**src/rtl/bank_dec_pkg.sv**
```systemverilog
package bank_dec_pkg;
  typedef enum logic {
    OWN_SYS = 1'b0,
    OWN_LOC = 1'b1
  } owner_e;
endpackage

```
**src/rtl/bank_cfg_regs.sv**
```systemverilog
module bank_cfg_regs #(
  parameter int NB = 8,
  parameter int AW = 32,
  localparam int IW = $clog2(NB)
) (
  input  logic                   clk,
  input  logic                   rst,
  input  logic                   we,
  input  logic [IW-1:0]          widx,
  input  logic [AW-1:0]          wbase,
  input  logic [AW-1:0]          wmask,
  input  logic                   wvalid,
  input  logic                   wowner,
  output logic [NB-1:0][AW-1:0]  base_o,
  output logic [NB-1:0][AW-1:0]  mask_o,
  output logic [NB-1:0]          valid_o,
  output logic [NB-1:0]          owner_o
);
  for (genvar i = 0; i < NB; i++) begin : g_ent
    always_ff @(posedge clk) begin
      if (rst) begin
        base_o[i]  <= '0;
        mask_o[i]  <= '0;
        valid_o[i] <= 1'b0;
        owner_o[i] <= 1'b0;
      end else if (we && widx == IW'(i)) begin
        base_o[i]  <= wbase;
        mask_o[i]  <= wmask;
        valid_o[i] <= wvalid;
        owner_o[i] <= wowner;
      end
    end
  end

  // the cycle after reset, no bank is valid
  a_r8_reset_clears: assert property (@(posedge clk) $past(rst) |-> valid_o == '0);
endmodule

```
**src/rtl/bank_match.sv**
```systemverilog
module bank_match #(
  parameter int NB = 8,
  parameter int AW = 32
) (
  input  logic [AW-1:0]          addr,
  input  logic [NB-1:0][AW-1:0]  base,
  input  logic [NB-1:0][AW-1:0]  mask,
  input  logic [NB-1:0]          valid,
  output logic [NB-1:0]          match
);
  for (genvar i = 0; i < NB; i++) begin : g_cmp
    assign match[i] = valid[i] && ((addr & mask[i]) == (base[i] & mask[i]));
  end
endmodule

```
**src/rtl/bank_prio.sv**
```systemverilog
module bank_prio #(
  parameter int NB = 8,
  localparam int IW = $clog2(NB)
) (
  input  logic [NB-1:0] match,
  input  logic [NB-1:0] owner,
  input  logic          from_local,
  output logic          sel_hit,
  output logic [IW-1:0] sel_idx,
  output logic          sel_fwd
);
  logic [NB-1:0] loc_m;
  logic [IW-1:0] first_any, first_loc;

  assign loc_m = match & owner;

  always_comb begin
    first_any = '0;
    first_loc = '0;
    for (int i = NB - 1; i >= 0; i--) begin
      if (match[i]) first_any = IW'(i);
      if (loc_m[i]) first_loc = IW'(i);
    end
  end

  always_comb begin
    sel_hit = 1'b0;
    sel_idx = '0;
    sel_fwd = 1'b0;
    if (|loc_m) begin
      sel_hit = 1'b1;
      sel_idx = first_loc;
      sel_fwd = !from_local;
    end else if (!from_local && |match) begin
      sel_hit = 1'b1;
      sel_idx = first_any;
    end
  end

  // the reported bank is one that actually matched
  always_comb begin
    if (sel_hit === 1'b1) begin
      a_r3_sel_is_match: assert (match[sel_idx]);
    end
  end
endmodule

```
**src/rtl/bank_addr_decoder.sv**
```systemverilog
module bank_addr_decoder #(
  parameter int NB = 8,
  parameter int AW = 32,
  localparam int IW = $clog2(NB)
) (
  input  logic          clk,
  input  logic          rst,
  input  logic          cfg_we,
  input  logic [IW-1:0] cfg_idx,
  input  logic [AW-1:0] cfg_base,
  input  logic [AW-1:0] cfg_mask,
  input  logic          cfg_valid,
  input  logic          cfg_owner,
  input  logic          req_valid,
  input  logic [AW-1:0] req_addr,
  input  logic          req_from_local,
  output logic          dec_hit,
  output logic [IW-1:0] dec_bank,
  output logic          dec_fwd_local,
  output logic          dec_miss
);
  import bank_dec_pkg::*;

  logic [NB-1:0][AW-1:0] t_base, t_mask;
  logic [NB-1:0]         t_valid, t_owner, match;
  logic                  s_hit, s_fwd;
  logic [IW-1:0]         s_idx;

  bank_cfg_regs #(.NB(NB), .AW(AW)) u_cfg (
    .clk(clk), .rst(rst), .we(cfg_we), .widx(cfg_idx),
    .wbase(cfg_base), .wmask(cfg_mask), .wvalid(cfg_valid),
    .wowner(cfg_owner == OWN_LOC),
    .base_o(t_base), .mask_o(t_mask), .valid_o(t_valid), .owner_o(t_owner)
  );

  bank_match #(.NB(NB), .AW(AW)) u_match (
    .addr(req_addr), .base(t_base), .mask(t_mask), .valid(t_valid),
    .match(match)
  );

  bank_prio #(.NB(NB)) u_prio (
    .match(match), .owner(t_owner), .from_local(req_from_local),
    .sel_hit(s_hit), .sel_idx(s_idx), .sel_fwd(s_fwd)
  );

  always_ff @(posedge clk) begin
    if (rst || !req_valid) begin
      dec_hit       <= 1'b0;
      dec_bank      <= '0;
      dec_fwd_local <= 1'b0;
      dec_miss      <= 1'b0;
    end else begin
      dec_hit       <= s_hit;
      dec_bank      <= s_idx;
      dec_fwd_local <= s_fwd;
      dec_miss      <= !s_hit;
    end
  end

  a_r7_hit_miss_excl: assert property (@(posedge clk) disable iff (rst)
    !(dec_hit && dec_miss));
  a_r1_needs_strobe: assert property (@(posedge clk) disable iff (rst)
    (dec_hit || dec_miss) |-> $past(req_valid));
  a_r4_fwd_from_sys: assert property (@(posedge clk) disable iff (rst)
    dec_fwd_local |-> (dec_hit && !$past(req_from_local)));
  a_r9_idx_zero: assert property (@(posedge clk) disable iff (rst)
    !dec_hit |-> (dec_bank == '0 && !dec_fwd_local));
endmodule

```
**config.mk**
```make
export PLATFORM = sky130hd
export DESIGN_NAME = bank_addr_decoder
export DESIGN_NICKNAME = d
export VERILOG_FILES = /design/src/rtl/bank_dec_pkg.sv /design/src/rtl/bank_cfg_regs.sv /design/src/rtl/bank_match.sv /design/src/rtl/bank_prio.sv /design/src/rtl/bank_addr_decoder.sv
export SDC_FILE = /design/constraint.sdc
export NUM_CORES = 1
export LEC_CHECK = 0
export BUFFER_PORTS_ARGS = -buffer_cell sky130_fd_sc_hd__buf_2
export CAP_MARGIN = 20
export CELL_PAD_IN_SITES_DETAIL_PLACEMENT = 0
export CELL_PAD_IN_SITES_GLOBAL_PLACEMENT = 1
export CORE_MARGIN = 2
export CORE_UTILIZATION = 40
export DETAILED_ROUTE_END_ITERATION = 6
export GPL_TIMING_DRIVEN = 0
export HOLD_SLACK_MARGIN = 0.02
export PLACE_DENSITY_LB_ADDON = 0.1
export SETUP_SLACK_MARGIN = 0.3
export SYNTH_ARGS = -nofsm -noshare
export SYNTH_HDL_FRONTEND = slang
export SYNTH_SLANG_ARGS = --single-unit
```
**constraint.sdc**
```tcl
create_clock -name clk -period 2.5 [get_ports clk]
set_clock_uncertainty 0.05 [all_clocks]
set_input_delay 0.625 -clock clk [delete_from_list [all_inputs] [get_ports clk]]
set_output_delay 0.625 -clock clk [all_outputs]
set_load 0.01 [all_outputs]
```
== Yosys cells after proc, flatten, opt, wreduce, memory -nomap -nowiden ==
Index checks and enable logic that the tools add are counted.
Word-level totals
  flip-flop bits (word level): 534
  input bits: 106
  output and inout port bits: 6
Cells by class
  equality and inequality tests: 15
  mux-type cells: 20
  bitwise logic cells: 18
  reduce and logical (&&, ||, !) cells: 25
Operators with widths (count)
  $and 32x32->32: 16
  $eq 32x32->1: 8
  $mux 3: 18
  $logic_and 1x1->1: 17
  $reduce_or 8->1: 2
  $eq 3x3->1 const B: 4
  $and 8x8->8: 1
  $eq 3x2->1 const B: 2
  $eq 3x1->1 const B: 1
  $logic_not 1->1: 3
  $logic_not 3->1: 1
  $mux 1: 2
  $reduce_or 2->1: 1
  $logic_or 1x1->1: 1
  $not 1->1: 1

== Depth between registers and ports, before layout ==
Gate-level depths: netlist of the first run.
  depth in word-level cells: 13
  gate-level depth with buffers: 10
  mapped depth without buffers: 9

== Modules after synthesis ==
A second synthesis of the first run with hierarchy kept.
Second synthesis, totals
  cell total of the unflattened synthesis: 2356
  area total of the unflattened synthesis: 24737.5 µm²
Modules (own cells, without submodules)
  bank_cfg_regs: times used 1, cells an instance 1856, area each 20499.7 µm², seq. area each 10570.1 µm²
  bank_match: times used 1, cells an instance 453, area each 3852.4 µm², seq. area each 0.0 µm²
  bank_prio: times used 1, cells an instance 35, area each 209.0 µm², seq. area each 0.0 µm²
  bank_addr_decoder: times used 1, cells an instance 12, area each 176.4 µm², seq. area each 120.1 µm²

== Worst setup path before layout of the first run ==
OpenSTA, ideal clock, no wires.
  path kind: in2reg
  start point: input port req_addr[10]
  end point: register dec_bank[0]
  arrival: 2.427 ns
  data required time: 2.358 ns
  path slack: -0.069 ns
  stages on the path: 10
  buffers on the path: 1
  cell sequence: buf_4 -> xor2_1 -> a22o_1 -> a221oi_1 -> and3_2 -> and3_2 -> or3b_4 -> nor4_4 -> nand4_1 -> o32ai_1
Between the ends
  longest elaborated chain between the ends: 13
  elaborated cells between the ends (all ways): 46
  classes of those cells: eq/ne: 8; mux: 18; bitwise: 9; reduce/logical: 11
RTL lines
  start, declared: line bank_addr_decoder.sv:15  | input logic [AW-1:0] req_addr,
  $and 32x32->32: line bank_match.sv:12  | assign match[i] = valid[i] && ((addr & mask[i]) == (base[i] & mask[i]));
  $eq 32x32->1: line bank_match.sv:12
  $logic_and 1x1->1: line bank_match.sv:12
  $mux 3 / $and 8x8->8 (equally long branches): line bank_prio.sv:21, bank_prio.sv:15
  $mux 3 (on tied branches) (7 in a row): line bank_prio.sv:21, bank_prio.sv:22
  $mux 3 (on tied branches): line bank_prio.sv:34, bank_prio.sv:22
  $mux 3 *: line bank_prio.sv:30  | if (|loc_m) begin
  end signal, assigned: line bank_addr_decoder.sv:54  | dec_bank <= s_idx;
  end, declared: line bank_addr_decoder.sv:18  | output logic [IW-1:0] dec_bank,
Every way passes the cells marked *; elsewhere a longest branch is shown, timed or not.
A chain may end at the register's enable or synchronous reset.

== Worst setup path after layout of the first run ==
  start point: register u_cfg.base_o[183] in the netlist's numbering
  end point: register dec_bank[0]
Between the ends
  longest elaborated chain between the ends: 11
  elaborated cells between the ends (all ways): 21
  classes of those cells: eq/ne: 1; mux: 14; bitwise: 2; reduce/logical: 4
RTL lines
  start, declared: line bank_cfg_regs.sv:14  | output logic [NB-1:0][AW-1:0] base_o,
  start signal, assigned by index: line bank_cfg_regs.sv:27  | base_o[i] <= wbase;
  $and 32x32->32 *: line bank_match.sv:12
  $eq 32x32->1 *: line bank_match.sv:12
  $logic_and 1x1->1 *: line bank_match.sv:12
  $mux 3 / $and 8x8->8 (equally long branches): line bank_prio.sv:21, bank_prio.sv:15
  $mux 3 (on tied branches) (5 in a row): line bank_prio.sv:21, bank_prio.sv:22
  $mux 3 (on tied branches): line bank_prio.sv:34, bank_prio.sv:22
  $mux 3 *: line bank_prio.sv:30
Marks and branches as above.

==> results.py, run 1 <==
metrics = {
    "outcome": {
        "outcome": "finished, violations left",
        "violations": "negative setup slack",
    },
    "setup_path": {
        "cp.arrival_ns": 3.18,
        "end_kind": "flip-flop",
        "path_max_fanout": 3,
        "r2r_start": "u_cfg.base_o[183]$_SDFFE_PP0P_",
        "rr_worst_depth": 8,
        "critPathSlowestCell": "a222oi_1",
        "max_stage_delay_ns": 0.83,
        "r2r_slack_ns": -0.20,
        "reg2reg_to": "dec_bank[0]$_SDFF_PP0_",
        "cpMostUsedCell": "and3_4",
        "critPathLaunchType": "flip-flop",
        "crit_type": "reg2reg",
        "required_ns": 2.98,
        "crit_path_cell_trace": "xor2_4 > a222oi_1 > and3_4 > and3_4 > or3b_4 > nor4_4 > buf_4 > o32ai_2",
    },
    "sta": {
        "setup_violations": 3,
        "timing.final.max_slew_violations": 0,
        "layout_setup_ws_ns": -0.195,
        "rsz0062_at_grt": "true",
        "final.period_utilization_pct": 108,
        "slew_headroom_pct": 30.1,
        "max_freq_mhz": 371,
        "final.setup.tns_ns": -0.557,
        "tightest_slew_ns": 1.05,
        "hold_viol_final": 0,
        "period_minus_slack_ns": 2.70,
    },
    "logic_synthesis": {
        "avgSynthCellArea_um2": 7.84,
        "ys_seq_elements": 534,
        "yosysWarningCount": 0,
        "synth_area_leaders": "dfxtp_1, nand2_1, a21oi_1",
        "syn_inst": 2890,
        "synth_flop_cell": "dfxtp_1",
        "syn_nets": 2996,
        "synth_edf_count": 0,
        "async_reset_ff_share_pct": 0,
        "synth_top_cell_area_share_pct": 47.2,
        "synthDistinctLibCells": 45,
        "yosys.area.top_type": "dfxtp_1",
        "netlist_area_um2": 22600,
        "seq_area_frac_synth_pct": 47.2,
    },
    "layout": {
        "finalInstanceArea_um2": 26500,
        "final_core_utilization_pct": 47.1,
        "drive_above_1_share_pct": 11.2,
        "n_antenna_cell": 0,
        "syn2layout_area_growth_pct": 16.8,
        "finalNonFillerCells": 3778,
        "final_nets": 3079,
    },
    "power_and_ir_drop": {
        "leakage_uw": 0.00949,
        "max-vdd-ir-drop_mv": 0.566,
        "power_density_nw_per_um2": 741,
    },
    "detailed_routing": {
        "drt-total-wl_um": 94800,
        "dr.first_iter.drc_count": 1735,
        "vias_per_cell": 5.41,
        "top_layer_used": "met4",
        "drt_pass1_iterations": 5,
        "drc": 0,
        "vias": 20441,
        "met2WireLength_um": 46400,
        "antenna_left": 0,
        "wire_per_inst_um": 25.1,
        "wirelength_met1_um": 37100,
        "wl_met3_um": 5010,
    },
    "clock_network": {
        "cts.sink_count": 534,
        "cts_tree": "yes",
        "clk_pin_slew_ns": 0.06,
        "h-tree-depth": 2,
        "cts_buffers": 59,
        "clk_latency_ns": 0.64,
        "postCtsHoldBufs": 0,
        "clockBufferDepth": 3,
        "root_buffer": "clkbuf_16",
    },
    "floorplan": {
        "std_cell_rows": 87,
        "ios": 112,
        "die-area_um2": 58500,
        "coreArea_um2": 56200,
        "die_h_um": 242,
        "die_x_um": 242,
        "initial_core_util_pct": 40.3,
    },
    "hold_path": {
        "hold_depth": 2,
        "hold-path-endpoint": "dec_fwd_local$_SDFF_PP0_",
        "hold_class": "in2reg",
        "hp-start": "req_from_local",
    },
    "global_route": {
        "grt_max_degree": 15,
        "grt_pass1_vias": 19736,
        "antenna_found_initial": 1,
        "grt.overflow.total": 0,
        "grt_use_total_pct": 31.6,
        "grt_pass1_wl_um": 134000,
    },
    "place": {
        "post-place-ws_ns": -1.05,
        "portBuffers": 10,
        "place_area_um2": 23700,
        "dp_cells": 3656,
        "place.gp.congestion": 0.902,
        "dp_hpwl_um": 71700,
    },
    "job": {
        "cap_violations": 0,
    },
}
[metrics by stage]
stage / power, uW / hold WS, ns
floorplan: 9910 / 0.382
global placement: 10700 / 0.391
detailed placement: 10700 / 0.396
CTS: 19600 / 0.191
global route: 20100 / 0.192
finish: 19600 / 0.212
[per-layer routing]
layer	GRT usage, %	vias up
li1	-	9567
met1	37.9	9921
met2	54.9	738
met3	3.02	215
met4	19.5	0
met5	0	-
[worst max path at each step]
stage / slack [ns] / start / cells after the start / to
finish: -0.20 / u_cfg.base_o[183]$_SDFFE_PP0P_ / 8 / dec_bank[0]$_SDFF_PP0_
global route: -0.10 / u_cfg.base_o[172]$_SDFFE_PP0P_ / 8 / dec_bank[0]$_SDFF_PP0_
CTS: -0.12 / u_cfg.base_o[183]$_SDFFE_PP0P_ / 8 / dec_bank[0]$_SDFF_PP0_
detailed placement: -1.05 / req_addr[22] / 10 / dec_bank[1]$_SDFF_PP0_
global placement: -1.00 / req_addr[22] / 10 / dec_bank[1]$_SDFF_PP0_
floorplan: 0.12 / req_addr[28] / 10 / dec_bank[0]$_SDFF_PP0_
[synth_stat cells (2+ instances only)]
cell type / instances
xor2_2: 5
nand2_1: 1077
nand2b_1: 4
buf_6: 6
o21ai_0: 2
buf_4: 80
nor3_4: 2
nor2b_1: 4
o32ai_1: 2
clkbuf_1: 158
a222oi_1: 7
nand4_1: 30
a21oi_1: 531
clkbuf_2: 11
nor2_1: 12
a221oi_1: 12
inv_1: 5
nand3_1: 5
a22oi_1: 89
dfxtp_1: 534
xor2_1: 251
a22o_1: 12
nor3_1: 12
nor4_1: 2
and3_2: 3
buf_1: 15
[critical path: cells and delay by family, from the launching register on]
kind / cells / cell delay [ns]
buffers and inverters: 1 / 0.15
AND/OR/NAND/NOR: 4 / 0.74
XOR/XNOR: 1 / 0.22
flip-flops: 1 / 0.35
AO/OA/AOI/OAI: 2 / 1.10
[placed cells by master (no fill, tap or decap), types with 10 or more instances in the layout]
cell type / n
buf_6: 11
xor2_1: 211
clkbuf_2: 31
a22oi_1: 80
buf_1: 12
nor2_1: 11
nand4_1: 30
a221oi_1: 10
clkbuf_8: 18
nand2_1: 1076
a21oi_1: 531
clkbuf_1: 157
buf_2: 10
a22o_1: 11
buf_4: 81
dfxtp_1: 517
clkinv_2: 12
xor2_2: 38
clkbuf_16: 61
dfxtp_2: 15
[power by group]
part	switching (uW)	internal [uW]	total, uW	leakage [uW]
combinational	1300	481	1780	0.00417
clock	3730	5290	9010	0.000989
sequential	122	8690	8810	0.00433
[flip-flops by register name, indices dropped and copies added (netlist names)]
register,cells
u_cfg.owner_o,8
u_cfg.mask_o,256
dec_miss,1
u_cfg.base_o,256
dec_hit,1
dec_fwd_local,1
dec_bank,3
u_cfg.valid_o,8
[final cells by class]
cell class | instances | area (um^2)
sequential | 534 | 10700
clock buffer | 95 | 1830
clock inverter | 15 | 150
tap | 756 | 946
multi-input combinational | 2080 | 11100
timing repair buffer | 22 | 169
buffer | 271 | 1470
fill | 5646 | 29700
inverter | 5 | 18.8
[cell families (layout without fill, tap and decap cells)]
kind of cell	count (synthesis)	count (layout)	synth area share [%]
AND/OR/NAND/NOR	1160	1160	20.2
AO/OA/AOI/OAI	664	664	16.4
flip-flops	534	534	47.2
buffers and inverters	276	408	6.17
XOR/XNOR	256	256	10.1
[what timing repair did]
action / in CTS / in global routing
resized for setup: 56 / 79
setup endpoints to repair: 48 / 123
hold endpoints to repair: 0 / 0
pin swaps: 19 / 19
setup buffers: 7 / 5
No activity file was read; power rests on OpenSTA's default activity.
==> run 2: changes to the inputs <==
Settings changed: ABC_AREA set to 1, CTS_BUF_LIST set to sky130_fd_sc_hd__clkbuf_4 sky130_fd_sc_hd__clkbuf_8, PLACE_DENSITY set to 0.79, PLACE_DENSITY_LB_ADDON 0.1 to not set.
==> run 2 against run 1 <==
Against the previous run:
- the run now ends clean
- power up 2.7%
- combinational power grew 22%
- cell area up 2.6%
- setup slack improved by 0.51 ns
- critical path depth is 2 lower
- maximum frequency grew 24%
- first-iteration DRC count increased by 110%
- die area up 2.9%
- via count increased by 24%
==> results.py, run 2 <==
metrics = {
    "layout": {
        "syn2layout_area_growth_pct": 16.4,
        "drive_above_1_share_pct": 11.9,
        "fill_cells": 6136,
        "top_regs": "u_cfg.base_o (256), u_cfg.mask_o (256)",
        "multi_input_area_um2": 10800,
        "final_nets": 3659,
        "layout_common_cells": "nor2_1, o21ai_0, dfxtp_1",
        "seq_area_um2": 10700,
        "layout_commonest_cell": "nor2_1",
    },
    "sta": {
        "tightest_slew_ns": 1.25,
        "hold_viol_final": 0,
        "timing.final.max_slew_violations": 0,
        "slew_headroom_pct": 16.8,
        "layout_setup_ws_ns": 0.320,
        "whs_ns": 0.0781,
        "final.setup.tns_ns": 0,
        "rsz0062_at_grt": "true",
        "period_minus_slack_ns": 2.18,
        "final.period_utilization_pct": 87.2,
        "max_freq_mhz": 459,
        "setup_violations": 0,
    },
    "logic_synthesis": {
        "synth.most_common_cell": "nor2_1",
        "synth_top_cell_area_share_pct": 45.9,
        "synthDistinctLibCells": 34,
        "netlist_area_um2": 23300,
        "synth_flop_cell": "dfxtp_1",
        "syn_nets": 3493,
        "avgSynthCellArea_um2": 6.88,
        "seq_area_frac_synth_pct": 45.9,
        "synth_area_leaders": "dfxtp_1, o21ai_0, nor2_1",
        "synthTopCellsByCount": "nor2_1, o21ai_0, dfxtp_1, nand2_1, nand3_1",
        "syn_inst": 3387,
        "synth_edf_count": 0,
        "yosysWarningCount": 0,
        "async_reset_ff_share_pct": 0,
        "ys_seq_elements": 534,
        "yosys.area.top_type": "dfxtp_1",
    },
    "floorplan": {
        "die_h_um": 245,
        "die_x_um": 245,
        "initial_core_util_pct": 40.4,
        "ios": 112,
        "std_cell_rows": 88,
        "coreArea_um2": 57700,
        "die-area_um2": 60200,
    },
    "setup_path": {
        "max_stage_delay_ns": 0.93,
        "crit_type": "in2reg",
        "r2r_start": "u_cfg.base_o[54]$_SDFFE_PP0P_",
        "crit_family": "buffers and inverters",
        "path_max_fanout": 10,
        "end_kind": "flip-flop",
        "critPathSlowestCell": "clkbuf_1",
        "critPathLaunchType": "input pin",
        "cpMostUsedCell": "clkbuf_1",
        "crit_path_cell_trace": "buf_2 > clkinv_1 > clkbuf_1 > clkbuf_1 > o21ai_0 > a21oi_1",
        "cp_num_buf_inv": 4,
        "crit_start": "rst",
        "required_ns": 3.09,
        "cp.arrival_ns": 2.77,
    },
    "detailed_routing": {
        "dr.first_iter.drc_count": 3647,
        "antenna_left": 0,
        "wire_per_inst_um": 26.9,
        "drc": 0,
        "vias": 25351,
        "vias_per_cell": 5.77,
        "drt-total-wl_um": 118000,
        "drt_pass1_iterations": 6,
    },
    "place": {
        "portBuffers": 54,
        "dp_hpwl_um": 81100,
        "place.gp.congestion": 1.02,
        "post-place-ws_ns": -1.14,
    },
    "global_route": {
        "grt_use_total_pct": 38.5,
        "grt_pass1_wl_um": 164000,
        "antenna_found_initial": 9,
        "grt.overflow.total": 0,
        "grt_max_degree": 13,
        "grt_pass1_vias": 22632,
    },
    "outcome": {
        "outcome": "complete, no violations",
    },
    "hold_path": {
        "hold_class": "in2reg",
        "hp-start": "req_from_local",
    },
    "clock_network": {
        "clockBufferDepth": 3,
        "clk_pin_slew_ns": 0.06,
        "cts_tree": "yes",
        "clk_latency_ns": 0.75,
        "h-tree-depth": 3,
        "cts_buffers": 95,
        "cts.sink_count": 534,
        "root_buffer": "clkbuf_8",
    },
    "job": {
        "cap_violations": 0,
    },
    "power_and_ir_drop": {
        "leakage_uw": 0.0115,
        "power_density_nw_per_um2": 742,
        "max-vdd-ir-drop_mv": 0.385,
    },
}
==> run 2: cell types whose count changed in the layout (fill, tap and decap cells not counted), sizes merged, moves of 12 or more <==
cell	delta
nor2	+730
nand2	-671
o21ai	+563
nand3	+332
a21oi	-279
inv	+272
xor2	-256
a22oi	-89
clkbuf	+79
buf	-19
a221oi	-12
a22o	-12
==> run 2: path summary, 6_finish.rpt <==
check / endpoint / slack [ns] / cells after the start
worst max-delay path: u_cfg.base_o[155]$_SDFFE_PP0P_ / 0.32 / 6
worst min-delay path: dec_fwd_local$_SDFF_PP0_ / 0.08 / 2
worst max register to register: dec_bank[0]$_SDFF_PP0_ / 0.34 / 15
worst min register to register: u_cfg.mask_o[116]$_SDFFE_PP0P_ / 0.41 / 2
==> run 2: routing by layer <==
layer / track usage (%) / wire, um / share of wire (%) / vias up
li1: - / - / - / 11365
met1: 50.9 / 46600 / 39 / 11938
met2: 55.7 / 48800 / 41 / 1646
met3: 10.6 / 15000 / 13 / 400
met4: 23.6 / 8050 / 6.8 / 2
met5: 0 / 11 / 0.0093 / -
==> run 2: cell type report <==
type	count	area share (%)
multi-input cells	2343	39.6
inverters	278	4.06
repair buffers	69	1.76
clock inverters	20	0.585
well taps	765	3.53
diodes	6	0.0553
clock buffers	148	6.95
flip-flops and latches	534	39.4
plain buffers	232	4.05
==> run 2: per-stage QoR <==
stage,total power (uW),utilization (%),instance area (um^2),std cells
4_1_cts,19900,46.5,26800,4382
2_1_floorplan,10200,-,23300,3387
3_5_place_dp,11100,42.7,24700,4213
6_report,20100,47.1,27100,4395
3_3_place_gp,11100,42.5,24500,4206
5_1_grt,20600,47.0,27100,4392
==> run 2: timing repair <==
action                     4_1_cts  5_1_grt
setup endpoints to repair      180       97
pin swaps                        2        6
setup buffers                    1        1
gates resized for setup         45       77
hold buffers                     0        0
==> run 2: cell families after synthesis <==
kind of cell           share of synthesized area (%)
buffers and inverters                           9.30
DFF                                             45.9
and+or+nand+nor                                 27.1
AOI/OAI and AO/OA                               17.7
==> run 2: where the power goes <==
| group | internal [uW] | total (uW) | switching (uW) |
|---|---|---|---|
| Clock | 4990 | 8980 | 3990 |
| Sequential | 8820 | 8980 | 168 |
| Combinational | 529 | 2180 | 1650 |
| Total | 14300 | 20100 | 5810 |
